$ cat src/rtl/exc_seq_pkg.sv
package exc_seq_pkg;

  typedef enum logic [2:0] {
    ST_IDLE,
    ST_PUSH,
    ST_VEC,
    ST_DUMMY,
    ST_POP,
    ST_DONE
  } seq_state_e;

  typedef enum logic [1:0] {
    KIND_RESET,
    KIND_IRQ,
    KIND_BRK,
    KIND_RTI
  } seq_kind_e;

  // status byte bit positions used by the sequencer
  localparam int FLAG_IDIS = 2;
  localparam int FLAG_BRK  = 4;
  localparam int FLAG_ONE  = 5;

endpackage

$ cat src/rtl/exc_sp_unit.sv
module exc_sp_unit #(
  parameter int                SP_W   = 8,
  parameter int                ADDR_W = 32,
  parameter logic [ADDR_W-1:0] BASE   = 'h100
) (
  input  logic              clk,
  input  logic              rst_n,
  input  logic              en,
  input  logic              load,
  input  logic [SP_W-1:0]   load_val,
  input  logic              step_dn,
  input  logic              step_up,
  output logic [SP_W-1:0]   sp,
  output logic [ADDR_W-1:0] stk_addr
);

  logic [SP_W-1:0] sp_q, sp_n;

  always_comb begin
    sp_n = sp_q;
    if (load)         sp_n = load_val;
    else if (step_dn) sp_n = sp_q - 1'b1;
    else if (step_up) sp_n = sp_q + 1'b1;
  end

  always_ff @(posedge clk or negedge rst_n) begin
    if (!rst_n)  sp_q <= '0;
    else if (en) sp_q <= sp_n;
  end

  assign sp       = sp_q;
  assign stk_addr = BASE + ADDR_W'(sp_q);

endmodule

$ cat src/rtl/exc_irq_latch.sv
module exc_irq_latch (
  input  logic clk,
  input  logic rst_n,
  input  logic irq,
  input  logic take,
  input  logic clear,
  output logic pend
);

  logic pend_q, pend_n;

  always_comb begin
    pend_n = pend_q;
    if (take || clear) pend_n = 1'b0;
    else if (irq)      pend_n = 1'b1;
  end

  always_ff @(posedge clk or negedge rst_n) begin
    if (!rst_n) pend_q <= 1'b0;
    else        pend_q <= pend_n;
  end

  assign pend = pend_q;

endmodule

$ cat src/rtl/exc_word_reg.sv
module exc_word_reg #(
  parameter int ADDR_W = 32,
  parameter int DATA_W = 8,
  localparam int NB    = ADDR_W / DATA_W,
  localparam int IDX_W = (NB > 1) ? $clog2(NB) : 1
) (
  input  logic              clk,
  input  logic              rst_n,
  input  logic              en,
  input  logic              load,
  input  logic [ADDR_W-1:0] load_val,
  input  logic              cap,
  input  logic [IDX_W-1:0]  idx,
  input  logic [DATA_W-1:0] byte_in,
  output logic [ADDR_W-1:0] word
);

  logic [NB-1:0][DATA_W-1:0] lane_q;

  for (genvar g = 0; g < NB; g++) begin : g_lane
    logic [DATA_W-1:0] lane_n;

    always_comb begin
      lane_n = lane_q[g];
      if (load)                            lane_n = load_val[g*DATA_W +: DATA_W];
      else if (cap && idx == IDX_W'(g))    lane_n = byte_in;
    end

    always_ff @(posedge clk or negedge rst_n) begin
      if (!rst_n)  lane_q[g] <= '0;
      else if (en) lane_q[g] <= lane_n;
    end
  end

  assign word = lane_q;

endmodule

$ cat src/rtl/exc_seq.sv
module exc_seq
  import exc_seq_pkg::*;
#(
  parameter int                ADDR_W     = 32,
  parameter int                DATA_W     = 8,
  parameter int                SP_W       = 8,
  parameter logic [ADDR_W-1:0] STACK_BASE = 'h100,
  parameter logic [ADDR_W-1:0] VEC_RESET  = 'hFFFF_FFF8,
  parameter logic [ADDR_W-1:0] VEC_IRQ    = 'hFFFF_FFFC
) (
  input  logic              clk,
  input  logic              rst_n,
  input  logic              rdy,
  input  logic              boundary,
  input  logic              reset_req,
  input  logic              irq,
  input  logic              brk_req,
  input  logic              rti_req,
  input  logic [ADDR_W-1:0] pc_in,
  input  logic [DATA_W-1:0] status_in,
  input  logic [SP_W-1:0]   sp_in,
  input  logic [DATA_W-1:0] din,
  output logic [ADDR_W-1:0] addr,
  output logic              we,
  output logic [DATA_W-1:0] dout,
  output logic              busy,
  output logic              done,
  output logic [ADDR_W-1:0] pc_out,
  output logic [DATA_W-1:0] status_out,
  output logic [SP_W-1:0]   sp_out
);

  localparam int NB    = ADDR_W / DATA_W;
  localparam int IDX_W = (NB > 1) ? $clog2(NB) : 1;
  localparam int CNT_W = $clog2(NB + 1);
  localparam logic [CNT_W-1:0]  CNT_LAST = CNT_W'(NB);
  localparam logic [CNT_W-1:0]  CNT_TOP  = CNT_W'(NB - 1);
  localparam logic [DATA_W-1:0] M_IDIS   = DATA_W'(1) << FLAG_IDIS;
  localparam logic [DATA_W-1:0] M_BRK    = DATA_W'(1) << FLAG_BRK;
  localparam logic [DATA_W-1:0] M_ONE    = DATA_W'(1) << FLAG_ONE;

  seq_state_e        state_q, state_n;
  seq_kind_e         kind_q, kind_n;
  logic [CNT_W-1:0]  cnt_q, cnt_n;
  logic [DATA_W-1:0] stat_q, stat_n;

  logic              sp_load, sp_dn, sp_up;
  logic [SP_W-1:0]   sp_cur;
  logic [ADDR_W-1:0] stk_addr;

  logic              w_load, w_cap;
  logic [ADDR_W-1:0] w_val, word_q;
  logic [IDX_W-1:0]  w_idx;

  logic              irq_pend, irq_take, irq_clr;
  logic              irq_ok, at_idle, adv;
  logic              start_rst, start_irq, start_brk, start_rti;
  logic [ADDR_W-1:0] vec_base;
  logic [DATA_W-1:0] push_byte;

  // ---------------- sub-units ----------------
  exc_sp_unit #(
    .SP_W   (SP_W),
    .ADDR_W (ADDR_W),
    .BASE   (STACK_BASE)
  ) u_sp (
    .clk      (clk),
    .rst_n    (rst_n),
    .en       (rdy),
    .load     (sp_load),
    .load_val (sp_in),
    .step_dn  (sp_dn),
    .step_up  (sp_up),
    .sp       (sp_cur),
    .stk_addr (stk_addr)
  );

  exc_irq_latch u_irq (
    .clk   (clk),
    .rst_n (rst_n),
    .irq   (irq),
    .take  (irq_take),
    .clear (irq_clr),
    .pend  (irq_pend)
  );

  exc_word_reg #(
    .ADDR_W (ADDR_W),
    .DATA_W (DATA_W)
  ) u_word (
    .clk      (clk),
    .rst_n    (rst_n),
    .en       (rdy),
    .load     (w_load),
    .load_val (w_val),
    .cap      (w_cap),
    .idx      (w_idx),
    .byte_in  (din),
    .word     (word_q)
  );

  // ---------------- request arbitration ----------------
  assign at_idle   = (state_q == ST_IDLE) && boundary && rdy && !reset_req;
  assign irq_ok    = irq_pend && !status_in[FLAG_IDIS];
  assign start_rst = rdy && reset_req;
  assign start_irq = at_idle && irq_ok;
  assign start_brk = at_idle && !irq_ok && brk_req;
  assign start_rti = at_idle && !irq_ok && !brk_req && rti_req;

  assign vec_base  = (kind_q == KIND_RESET) ? VEC_RESET : VEC_IRQ;
  assign push_byte = word_q[ADDR_W-1-DATA_W*int'(cnt_q[IDX_W-1:0]) -: DATA_W];

  // ---------------- next-state logic ----------------
  always_comb begin
    state_n  = state_q;
    cnt_n    = cnt_q;
    kind_n   = kind_q;
    stat_n   = stat_q;
    sp_load  = 1'b0;
    sp_dn    = 1'b0;
    sp_up    = 1'b0;
    w_load   = 1'b0;
    w_val    = pc_in;
    w_cap    = 1'b0;
    w_idx    = cnt_q[IDX_W-1:0];
    irq_take = 1'b0;
    irq_clr  = 1'b0;

    case (state_q)
      ST_PUSH: if (rdy) begin
        sp_dn = 1'b1;
        if (cnt_q == CNT_LAST) begin
          state_n = ST_VEC;
          cnt_n   = '0;
        end else begin
          cnt_n = cnt_q + 1'b1;
        end
      end
      ST_VEC: if (rdy) begin
        w_cap = 1'b1;
        if (cnt_q == CNT_TOP) state_n = ST_DONE;
        else                  cnt_n   = cnt_q + 1'b1;
      end
      ST_DUMMY: if (rdy) begin
        sp_up   = 1'b1;
        state_n = ST_POP;
        cnt_n   = '0;
      end
      ST_POP: if (rdy) begin
        if (cnt_q == '0) begin
          stat_n = din;
        end else begin
          w_cap = 1'b1;
          w_idx = IDX_W'(cnt_q - 1'b1);
        end
        if (cnt_q == CNT_LAST) begin
          state_n = ST_DONE;
        end else begin
          sp_up = 1'b1;
          cnt_n = cnt_q + 1'b1;
        end
      end
      ST_DONE: state_n = ST_IDLE;
      default: ;
    endcase

    if (start_rst) begin
      state_n = ST_VEC;
      cnt_n   = '0;
      kind_n  = KIND_RESET;
      stat_n  = status_in | M_IDIS;
      sp_load = 1'b1;
      irq_clr = 1'b1;
    end else if (start_irq) begin
      state_n  = ST_PUSH;
      cnt_n    = '0;
      kind_n   = KIND_IRQ;
      stat_n   = (status_in & ~M_BRK) | M_ONE;
      sp_load  = 1'b1;
      w_load   = 1'b1;
      w_val    = pc_in;
      irq_take = 1'b1;
    end else if (start_brk) begin
      state_n = ST_PUSH;
      cnt_n   = '0;
      kind_n  = KIND_BRK;
      stat_n  = status_in | M_BRK | M_ONE;
      sp_load = 1'b1;
      w_load  = 1'b1;
      w_val   = pc_in + ADDR_W'(2);
    end else if (start_rti) begin
      state_n = ST_DUMMY;
      cnt_n   = '0;
      kind_n  = KIND_RTI;
      sp_load = 1'b1;
    end
  end

  // ---------------- state registers ----------------
  assign adv = rdy || (state_q == ST_DONE);

  always_ff @(posedge clk or negedge rst_n) begin
    if (!rst_n) begin
      state_q <= ST_IDLE;
      kind_q  <= KIND_RESET;
      cnt_q   <= '0;
      stat_q  <= '0;
    end else if (adv) begin
      state_q <= state_n;
      kind_q  <= kind_n;
      cnt_q   <= cnt_n;
      stat_q  <= stat_n;
    end
  end

  // ---------------- bus drive ----------------
  always_comb begin
    addr = pc_in;
    we   = 1'b0;
    dout = '0;
    case (state_q)
      ST_PUSH: begin
        addr = stk_addr;
        we   = rdy;
        dout = (cnt_q == CNT_LAST) ? stat_q : push_byte;
      end
      ST_VEC:          addr = vec_base + ADDR_W'(cnt_q);
      ST_DUMMY, ST_POP: addr = stk_addr;
      ST_DONE:         addr = word_q;
      default: ;
    endcase
  end

  assign busy       = (state_q != ST_IDLE);
  assign done       = (state_q == ST_DONE);
  assign pc_out     = word_q;
  assign sp_out     = sp_cur;
  assign status_out = (kind_q == KIND_RTI) ? stat_q : (stat_q | M_IDIS);

endmodule

$ cat config.mk
export PLATFORM = sky130hd
export DESIGN_NAME = exc_seq
export DESIGN_NICKNAME = d
export VERILOG_FILES = /design/src/rtl/exc_seq_pkg.sv /design/src/rtl/exc_sp_unit.sv /design/src/rtl/exc_irq_latch.sv /design/src/rtl/exc_word_reg.sv /design/src/rtl/exc_seq.sv
export SDC_FILE = /design/constraint.sdc
export NUM_CORES = 1
export LEC_CHECK = 0
export BUFFER_PORTS_ARGS = -buffer_cell sky130_fd_sc_hd__buf_2
export CORE_MARGIN = 2
export CORE_UTILIZATION = 29
export CTS_BUF_LIST = sky130_fd_sc_hd__clkbuf_8 sky130_fd_sc_hd__clkbuf_16
export CTS_CLUSTER_SIZE = 24
export DETAILED_ROUTE_END_ITERATION = 16
export GPL_TIMING_DRIVEN = 0
export PLACE_DENSITY = 0.48
export SYNTH_ARGS = -nofsm -noshare
export SYNTH_HDL_FRONTEND = slang
export SYNTH_SLANG_ARGS = --single-unit
$ cat constraint.sdc
create_clock -name clk -period 3.02 [get_ports clk]
set_input_delay 0.453 -clock clk [delete_from_list [all_inputs] [get_ports clk]]
set_output_delay 0.453 -clock clk [all_outputs]
set_load 0.05 [all_outputs]
==> flow_summary.ini, run 1 <==
[yosys]
synth.avg_cell_area_um2 = 8.57
ys_ff_latch = 57
yosysWarnings = 0
synth_top_area_share = 0.272
synth_fa_ha_area_frac = 0.0320
synth_top_family_by_area = compound AO/OA/AOI/OAI gates
synth-compound-area-share = 0.272
syn-cell-area_mm2 = 0.00524
synth_top_area_cell = dfrtp_1
seq_area_frac_synth = 0.272
synthSimpleGateAreaFrac = 0.181
synthMuxAreaShare = 0.133
synthDistinctLibCells = 68
async_reset_ff_frac = 1.00
synth_enable_flop_cells = 0
ys.flop_type = dfrtp_1
syn_nets = 687
synth-xor-area-share = 0.0535
syn_inst = 611
synth_area_leaders = dfrtp_1, mux2i_1, o21ai_0

[critical_path]
worstRegToRegCells = 11
cpLargestDelayFamily = simple AND/OR/NAND/NOR gates
critPathArrivalTime_ns = 2.44
worstPathRequired_ns = 2.57
critPathMaxStageDelay_ns = 0.39
rrSetupSlack_ns = 0.15
path_max_fanout = 10
cp_cell_sequence = or2_2, ha_1, nor2_2, buf_2, a21oi_1, o21ai_0, clkbuf_4
startpoint_type = flip-flop
startpoint = kind_q[1]
timing.rr.start = state_q[0]
path_buf_inv = 2
critPathKind = flip-flop to primary output
crit_slowest_cell = dfrtp_1
timing.rr.end = u_sp.sp[7]
crit_path_end_kind = primary output

[floorplanning]
core-area_mm2 = 0.0178
start_util = 0.294
die-area_mm2 = 0.0192
dieWidth_um = 138
die_h_um = 138
fp-row-count = 49
io_pins = 155

[detailed_routing]
drt_iter0_markers = 397
vias = 5757
drt-pass1-iter-count = 5
via_per_inst = 5.71
drc = 0
antenna_left = 0
wl_um = 22400
wl_per_cell_um = 22.2

[grt]
antenna_found_initial = 0
grt_pass1_vias = 5710
track_usage = 0.228
grt_overflow = 0
grt_max_degree = 58
grt_pass1_wl_um = 33900

[finish]
layout_commonest_cell = buf_2
final_nets = 851
drive_gt1_frac = 0.297
area_growth_pct = 27.1
post-route-util = 0.373
fin_area_mm2 = 0.00666
seqCellArea_mm2 = 0.00143
fillCellCount = 1902
layout_common_cells = buf_2, nand2_1, dfrtp_1
n_antenna_cell = 0
multiInputGateArea_mm2 = 0.00354

[clocking]
clock_latency_ns = 0.35
cts.clk_slew.worst_paths_ns = 0.06
cts_buffer_depth = 2
clock_sinks = 57
cts_root_buf = clkbuf_16
h-tree-depth = 3
cts_hold_buf = 0
cts_tree = yes
numCtsBuffers = 9

[timing]
timing.final.ws_setup_ns = 0.125
setup_violations = 0
whs_ns = 0.207
period_share = 0.959
finalHoldViolations = 0
worst_pin_slew_ns = 0.805
finalCriticalPeriod_ns = 2.90
relSlewSlack = 0.463
fmax_mhz = 345
clock_skew_ns = 0.0105
slew_violations = 0

[place]
port_buffers = 152
dp_hpwl_um = 17200
gp_routability_congestion = 0.917
dpl_cell_area_mm2 = 0.00629
dp_slack_ns = -0.321

[outcome]
outcome = complete, no violations

[pwr]
ir_drop_uv = 959
leakage_uw = 0.00307
total_power_uw = 8590
p_per_area_mw_per_mm2 = 1290

[worst_hold_path]
min_path_type = input port to asynchronous set/reset pin

[flow_run]
drv_cap = 0
-- worst max path at each step --
stage | depth (start not counted) | slack [ns] | end
after global routing | 11 | -0.05 | u_sp.sp[7]
after CTS | 7 | 0.01 | addr[9]
after global placement | 11 | -0.35 | u_sp.sp[7]
final | 7 | 0.12 | addr[10]
after floorplan | 10 | 0.05 | u_sp.sp[7]
after detailed placement | 11 | -0.32 | u_sp.sp[7]
-- kinds of logic (layout without fill, tap and decap cells) --
logic type | after synthesis | in the layout
buf+inv | 66 | 235
flops | 57 | 57
fa+ha+maj | 13 | 13
mux | 59 | 59
simple gates | 183 | 183
compound gates | 201 | 201
xor+xnor | 32 | 32
-- cells in the mapped netlist (15+ instances only) --
cell      count
xnor2_1      15
a221o_1      22
xor2_1       17
nor3_1       17
nor2_1       36
clkbuf_1     25
o221ai_1     20
dfrtp_1      57
nand2_1      61
nand3_1      15
inv_1        16
a21oi_1      36
o21ai_0      49
mux2i_1      47
-- what timing repair did --
item,CTS,global route
pin swaps,0,0
endpoints found under the setup margin,35,39
gates resized for setup,8,16
setup buffers,1,1
-- per-layer routing --
metal / global-route usage / up-vias / part of all wire
met5: 0 / - / 0
met4: 0.0634 / 0 / 0.018
met3: 0.0641 / 28 / 0.082
met2: 0.350 / 250 / 0.45
met1: 0.316 / 2830 / 0.45
li1: - / 2649 / -
-- sequential cells by signal, indices dropped and copies added, names as in the netlist --
register     count
u_word.word     32
stat_q           8
u_sp.sp          8
cnt_q            3
state_q          3
kind_q           2
u_irq.pend       1
-- stage by stage --
stage	TNS [ns]	std cells
after floorplan	0	611
after global placement	-0.431	992
after detailed placement	-1.12	992
after CTS	0	1009
after global routing	-0.0499	1009
final	0	1009
-- where the power goes --
part	internal [uW]	switching [uW]	total, uW
combinational	1700	4160	5850
clock	698	386	1080
sequential	1070	577	1650
total	3470	5120	8590
-- final cells by class --
class,instances,area share
multi-input cells,488,0.531
flip-flops and latches,57,0.214
repair buffers,154,0.117
well taps,229,0.0430
clock buffers,12,0.0400
plain buffers,47,0.0355
inverters,18,0.0118
clock inverters,4,0.00639
-- worst register-to-register path: stages (launching register included) --
cell        delay [ns]
dfrtp_1           0.36
buf_2             0.19
nor2b_2           0.20
nand3b_1          0.19
clkinvlp_4        0.23
ha_1              0.33
a21oi_1           0.22
o211ai_1          0.18
o41ai_2           0.27
xnor2_1           0.13
a21o_1            0.18
a221o_1           0.28
No activity file was read; power rests on OpenSTA's default activity.
==> inputs of run 2 (changes only) <==
PLACE_DENSITY = unset   (was 0.48)
==> run 2 against run 1 <==
Sequential power about the same. Global-route usage decreased by 1.6 points. Clock power increased by 12%. Sequential share of layout area decreased by 0.13 points. First-iteration DRC count increased by 48%. Power increased by 0.94%. Worst setup slack got worse by 0.037 ns. Cell area increased by 0.60%. Clock-buffer cell count decreased by 2. Fmax decreased by 1.2%. Critical path type is now flip-flop to flip-flop. Largest power group unchanged. Highest routed layer unchanged.
==> flow_summary.ini, run 2 (synthesis gave the netlist of run 1 again) <==
[finish]
area_growth_pct = 27.9
n_antenna_cell = 0
final_nets = 852
largest_reg_flops = 32
post-route-util = 0.375
drive_gt1_frac = 0.298
layout_common_cells = buf_2, nand2_1, dfrtp_1
layout_commonest_cell = buf_2

[critical_path]
crit_slowest_cell = dfrtp_1
worstRegToRegCells = 11
timing.rr.start = state_q[0]
path_buf_inv = 2
cp_cell_sequence = buf_2, nor2b_4, nand3b_1, clkinvlp_4, ha_1, a21oi_2, o211ai_1, o41ai_2, xnor2_1, a21o_1, a221o_1
path_max_fanout = 9
timing.rr.end = u_sp.sp[7]
critPathKind = flip-flop to flip-flop
critPathArrivalTime_ns = 3.15
crit_cells = 11
rrSetupSlack_ns = 0.09
critPathMaxStageDelay_ns = 0.35
startpoint_type = flip-flop
cpLargestDelayFamily = compound AO/OA/AOI/OAI gates
crit_path_end_kind = flip-flop
worstPathRequired_ns = 3.24

[clocking]
h-tree-depth = 3
clock_sinks = 57
numCtsBuffers = 9
cts_root_buf = clkbuf_16
cts_tree = yes
cts.clk_slew.worst_paths_ns = 0.05
clock_latency_ns = 0.35
cts_buffer_depth = 2

[floorplanning]
core-area_mm2 = 0.0178
start_util = 0.294
fp-row-count = 49
die_h_um = 138
dieWidth_um = 138
die-area_mm2 = 0.0192
io_pins = 155

[flow_run]
drv_cap = 0

[place]
dp_hpwl_um = 15800
gp_routability_congestion = 0.905
port_buffers = 152
dp_slack_ns = -0.374

[detailed_routing]
wl_um = 20600
drc = 0
antenna_left = 0
via_per_inst = 5.70
drt_iter0_markers = 587
drt-pass1-iter-count = 5
vias = 5752
wl_per_cell_um = 20.4

[grt]
grt_pass1_wl_um = 31600
grt_max_degree = 58
grt_overflow = 0
grt_pass1_vias = 5321
antenna_found_initial = 1
track_usage = 0.212

[outcome]
outcome = complete, no violations

[timing]
worst_pin_slew_ns = 0.970
slew_violations = 0
clock_skew_ns = 0.00963
setup_violations = 0
finalHoldViolations = 0
fmax_mhz = 341
rsz0062_at_grt = yes
whs_ns = 0.169
relSlewSlack = 0.344
finalCriticalPeriod_ns = 2.93
timing.final.ws_setup_ns = 0.0882
fin_tns_setup_ns = 0
period_share = 0.971

[pwr]
ir_drop_uv = 736
total_power_uw = 8670
leakage_uw = 0.00309
p_per_area_mw_per_mm2 = 1290

[worst_hold_path]
min_path_type = input port to asynchronous set/reset pin
==> run 2: cell count changes in the layout (fill, tap and decap cells not counted), moves of 2 or more <==
cell / change
bufinv_16: +2
clkbuf_2: -2
clkbuf_8: -2
clkinv_2: +2
inv_1: -2
==> run 2: repair_timing <==
action | in CTS | in global routing
buffers inserted | 0 | 2
pin swaps | 0 | 1
endpoints found under the hold margin | 0 | 0
setup endpoints to repair | 31 | 39
hold buffers | 0 | 0
resized for setup | 9 | 20
==> run 2: layout make-up <==
cell class	instances	area (um2)
inverters	18	75.1
repair buffers	154	778
fillers	1858	11100
flip-flops and latches	57	1430
well taps	229	287
multi-input cells	488	3540
clock inverters	6	105
plain buffers	48	245
clock buffers	10	239
==> run 2: how the worst max path moves through the flow <==
stage / end / startpoint / slack (ns)
after floorplan: u_sp.sp[7] / state_q[2] / 0.05
after global placement: u_sp.sp[7] / rdy / -0.38
after detailed placement: u_sp.sp[7] / rdy / -0.37
after CTS: u_sp.sp[7] / state_q[0] / -0.06
after global routing: u_sp.sp[7] / state_q[0] / -0.02
final: u_sp.sp[7] / state_q[0] / 0.09
==> run 2: through the flow <==
step	std cells	cell area [um2]
6_report	1010	6700
5_1_grt	1010	6700
4_1_cts	1008	6660
3_5_place_dp	992	6290
3_3_place_gp	992	6290
2_1_floorplan	611	5240
==> run 2: metal layers <==
| metal | vias up | routed length, um | track usage |
|---|---|---|---|
| li1 | 2657 | - | - |
| met5 | - | 0 | 0 |
| met4 | 0 | 631 | 0.0730 |
| met3 | 48 | 1750 | 0.0353 |
| met1 | 2752 | 8930 | 0.299 |
| met2 | 295 | 9340 | 0.329 |
==> run 2: power breakdown <==
group	internal (uW)	leakage, uW	switching (uW)
registers	1070	0.000706	561
logic	1710	0.00221	4120
clock network	823	0.000172	387
total	3610	0.00309	5060
